**src/rtl/bcd_dec_pkg.sv**
```systemverilog
package bcd_dec_pkg;
    localparam int unsigned DIGITS = 10;
    localparam int unsigned CODE_W = $clog2(DIGITS);

    typedef logic [CODE_W-1:0] code_t;
    typedef logic [DIGITS-1:0] sel_t;

    typedef struct packed {
        sel_t sel_hot;
        logic bad;
    } dec_t;
endpackage

```
**src/rtl/bcd_range_chk.sv**
```systemverilog
module bcd_range_chk #(
    parameter int unsigned CODE_W = 4,
    parameter int unsigned LIMIT  = 10
) (
    input  logic [CODE_W-1:0] code_i,
    output logic              bad_o
);
    localparam logic [CODE_W:0] LIMIT_V = LIMIT[CODE_W:0];

    always_comb begin
        bad_o = ({1'b0, code_i} >= LIMIT_V);
    end
endmodule

```
**src/rtl/bcd_onehot_gen.sv**
```systemverilog
module bcd_onehot_gen #(
    parameter int unsigned CODE_W = 4,
    parameter int unsigned DIGITS = 10
) (
    input  logic [CODE_W-1:0] code_i,
    input  logic              enable_i,
    output logic [DIGITS-1:0] hot_o
);
    for (genvar k = 0; k < DIGITS; k++) begin : g_line
        localparam logic [CODE_W-1:0] MATCH = k[CODE_W-1:0];
        assign hot_o[k] = enable_i && (code_i == MATCH);
    end
endmodule

```
**src/rtl/bcd_polarity.sv**
```systemverilog
module bcd_polarity #(
    parameter int unsigned WIDTH      = 10,
    parameter bit          ACTIVE_LOW = 1'b1
) (
    input  logic [WIDTH-1:0] hot_i,
    output logic [WIDTH-1:0] pin_o
);
    if (ACTIVE_LOW) begin : g_low
        assign pin_o = ~hot_i;
    end else begin : g_high
        assign pin_o = hot_i;
    end
endmodule

```
**src/rtl/bcd_onehot_dec.sv**
```systemverilog
module bcd_onehot_dec
    import bcd_dec_pkg::*;
(
    input  logic [3:0] code_i,
    output logic [9:0] sel_n_o,
    output logic       invalid_o
);
    dec_t dec_d;
    logic bad_w;
    sel_t hot_w;

    bcd_range_chk #(.CODE_W(CODE_W), .LIMIT(DIGITS)) u_range (
        .code_i (code_i),
        .bad_o  (bad_w)
    );

    bcd_onehot_gen #(.CODE_W(CODE_W), .DIGITS(DIGITS)) u_gen (
        .code_i   (code_i),
        .enable_i (!bad_w),
        .hot_o    (hot_w)
    );

    always_comb begin
        dec_d.sel_hot = hot_w;
        dec_d.bad     = bad_w;
    end

    bcd_polarity #(.WIDTH(DIGITS), .ACTIVE_LOW(1'b1)) u_pol (
        .hot_i (dec_d.sel_hot),
        .pin_o (sel_n_o)
    );

    assign invalid_o = dec_d.bad;
endmodule

```
**config.mk**
```make
export PLATFORM = sky130hd
export DESIGN_NAME = bcd_onehot_dec
export DESIGN_NICKNAME = d
export VERILOG_FILES = /design/src/rtl/bcd_dec_pkg.sv /design/src/rtl/bcd_range_chk.sv /design/src/rtl/bcd_onehot_gen.sv /design/src/rtl/bcd_polarity.sv /design/src/rtl/bcd_onehot_dec.sv
export SDC_FILE = /design/constraint.sdc
export NUM_CORES = 1
export LEC_CHECK = 0
export CORE_AREA = 2 2 39 41
export DETAILED_ROUTE_END_ITERATION = 10
export DIE_AREA = 0 0 41 43
export DONT_BUFFER_PORTS = 1
export GPL_TIMING_DRIVEN = 1
export REMOVE_ABC_BUFFERS = 1
export SKIP_LAST_GASP = 1
export SYNTH_ARGS = -nofsm -noshare
export SYNTH_HDL_FRONTEND = slang
export SYNTH_HIERARCHICAL = 1
export SYNTH_SLANG_ARGS = --single-unit
```
**constraint.sdc**
```tcl
create_clock -name vclk -period 2.3
set_input_delay 0.23 -clock vclk [all_inputs]
set_output_delay 0.23 -clock vclk [all_outputs]
set_load 0.02 [all_outputs]
```
==> impl_metrics.py <==
metrics = {
    "outcome": {
        "status": "finished clean",
    },
    "yosys": {
        "synth.largest_area_cell": "inv_1",
        "synthCells": 28,
        "yosysTopAreaCellShare_pct": 30.56,
        "synth.avg_cell_area_um2": 4.826,
        "muxShareOfSynthArea_pct": 0,
        "yosysSeqAreaShare_pct": 0,
        "synth_top_family_by_area": "simple AND/OR/NAND/NOR gates",
        "yosysWarnings": 6,
        "synth_fa_ha_area_share_pct": 0,
        "synth_area_leaders": "inv_1, nor2_1, nand3b_1, nand2b_1, nor3_1",
        "synth_cell_types": 9,
        "synth_area_um2": 135.1,
        "synth_compound_area_share_pct": 5.556,
        "synth_xor_xnor_area_share_pct": 0,
        "synthSimpleGateAreaFrac_pct": 63.89,
    },
    "clocking": {
        "cts-hold-fix-buffers": 0,
        "cts_resized": 0,
        "postCtsSetupBuffers": 0,
    },
    "final_layout": {
        "drive_gt1_share_pct": 3.571,
        "final_common_cell": "inv_1",
        "regArea_um2": 0,
        "num-nets-final": 34,
        "syn2layout_area_growth_pct": 14.81,
        "insertedDiodeCount": 0,
        "final_core_util_pct": 11.21,
        "layout_common_cells": "inv_1, nor2_1, nand2b_1, nand3b_1, nor3_1",
        "stdcell_count": 44,
        "multi_input_area_um2": 93.84,
        "final_cell_area_um2": 155.1,
        "design.seq.count": 0,
        "fill_cells": 164,
        "nClkBuffers": 0,
    },
    "power_and_ir_drop": {
        "power.density_mw_per_mm2": 121.0,
        "p_leak_nw": 0.03822,
        "irDropWorstVdd_mv": 0.02648,
    },
    "critical_path": {
        "setup.worst_path.start_class": "input pin",
        "crit_arrival_ns": 1.28,
        "worst-path-buf-inv": 2,
        "path_cells": "o21a_1 -> inv_1 -> or3b_1 -> nor3_2 -> inv_1",
        "crit_path_end_kind": "output pin",
        "cp_common_cell": "inv_1",
        "worstSetupPathType": "in -> out",
        "worstPathMaxFanout": 4,
        "worst_path_largest_cell_delay_ns": 0.43,
        "crit_slowest_cell": "or3b_1",
        "critical_path_required_ns": 2.07,
        "critical_path.top_delay_family": "simple AND/OR/NAND/NOR gates",
    },
    "timing": {
        "timing.slew.headroom_pct": 84.46,
        "fin_hold_ws_ns": 0.6189,
        "fin_crit_ns": 1.506,
        "layout_worst_path_cycle_share_pct": 65.46,
        "tightest_slew_ns": 0.2331,
        "hold_violations": 0,
        "maxSlewViolCount": 0,
        "final.setup.tns_ns": 0,
        "rsz0062_at_grt": "false",
        "setup_viol": 0,
        "max_freq_mhz": 664.2,
    },
    "global_route": {
        "antenna_found_initial": 0,
        "grt_pass1_wl_um": 558,
        "grt_pass1_vias": 132,
        "grt_max_degree": 8,
        "track_usage_pct": 4.196,
        "overflow": 0,
    },
    "detailed_routing": {
        "vias": 165,
        "viasPerCell": 3.750,
        "dr.first_iter.drc_count": 1,
        "dr.pass1.iters": 4,
        "wl_per_cell_um": 8.841,
        "drt-total-wl_um": 389,
        "drc_errors": 0,
        "drtAntennaViolNets": 0,
    },
    "placed_design": {
        "dp_hpwl_um": 337.8,
        "io_buffers": 0,
        "dp_cells": 44,
        "gp_congestion": 0.6445,
        "postPlaceCellArea_um2": 155.1,
    },
    "worst_hold_path": {
        "min_to": "sel_n_o[0]",
        "whs_path_depth": 2,
        "worstHoldPathType": "in -> out",
        "hp-start": "code_i[0]",
    },
    "run": {
        "maxCapViolCount": 0,
    },
    "floorplanning": {
        "floorplan.initialDensity_pct": 9.765,
        "core_area_mm2": 0.001384,
        "die_w_um": 41,
        "fp.dieArea_mm2": 0.001763,
        "num_rows": 14,
        "io-pin-count": 15,
        "die_h_um": 43,
    },
}
==> cell families (layout without fill, tap and decap cells) <==
logic type | Yosys count | count (layout)
AND/OR/NAND/NOR | 16 | 16
buffers and inverters | 11 | 11
AO/OA/AOI/OAI | 1 | 1
==> layer usage <==
| layer | share of wire (%) | GRT usage [%] | vias to the layer above |
|---|---|---|---|
| li1 | - | - | 80 |
| met1 | 40 | 5.380 | 70 |
| met2 | 39 | 6.250 | 15 |
| met3 | 21 | 2.618 | 0 |
| met4 | 0 | 0 | 0 |
| met5 | 0 | 0 | - |
==> final cells by class <==
class              instances  share of cell area [%]
well taps                 16                   12.90
multi-input cells         17                   60.48
inverters                 11                   26.61
==> synthesized netlist by cell type <==
cell      count
inv_1        11
nand2_1       1
nand2b_1      2
nand3b_1      2
nor2_1        7
nor3_1        2
nor3_2        1
o21a_1        1
or3b_1        1
==> how the worst max path moves through the flow <==
stage                   start    endpoint  slack [ns]  cells after the start
floorplan           code_i[2]  sel_n_o[0]        0.86                      5
global placement    code_i[2]  sel_n_o[1]        0.81                      5
detailed placement  code_i[2]  sel_n_o[0]        0.79                      5
CTS                 code_i[2]  sel_n_o[0]        0.79                      5
global route        code_i[2]  sel_n_o[3]        0.69                      5
finish              code_i[2]  sel_n_o[0]        0.79                      5
==> power by group <==
| group | internal [W] | total (W) | switching, W | leakage [nW] |
|---|---|---|---|---|
| clock network | 0 | 0 | 0 | 0 |
| logic | 0.00000534 | 0.0000188 | 0.0000134 | 0.0382 |
| registers | 0 | 0 | 0 | 0 |
==> per-stage QoR <==
| stage | power (W) | setup WS [ns] |
|---|---|---|
| 2_1_floorplan | 0.00001703 | 0.8615 |
| 3_3_place_gp | 0.00001870 | 0.8092 |
| 3_5_place_dp | 0.00001904 | 0.7882 |
| 4_1_cts | 0.00001902 | 0.7890 |
| 5_1_grt | 0.00002095 | 0.6940 |
| 6_report | 0.00001877 | 0.7944 |
Power figures use the tool's default switching activity.
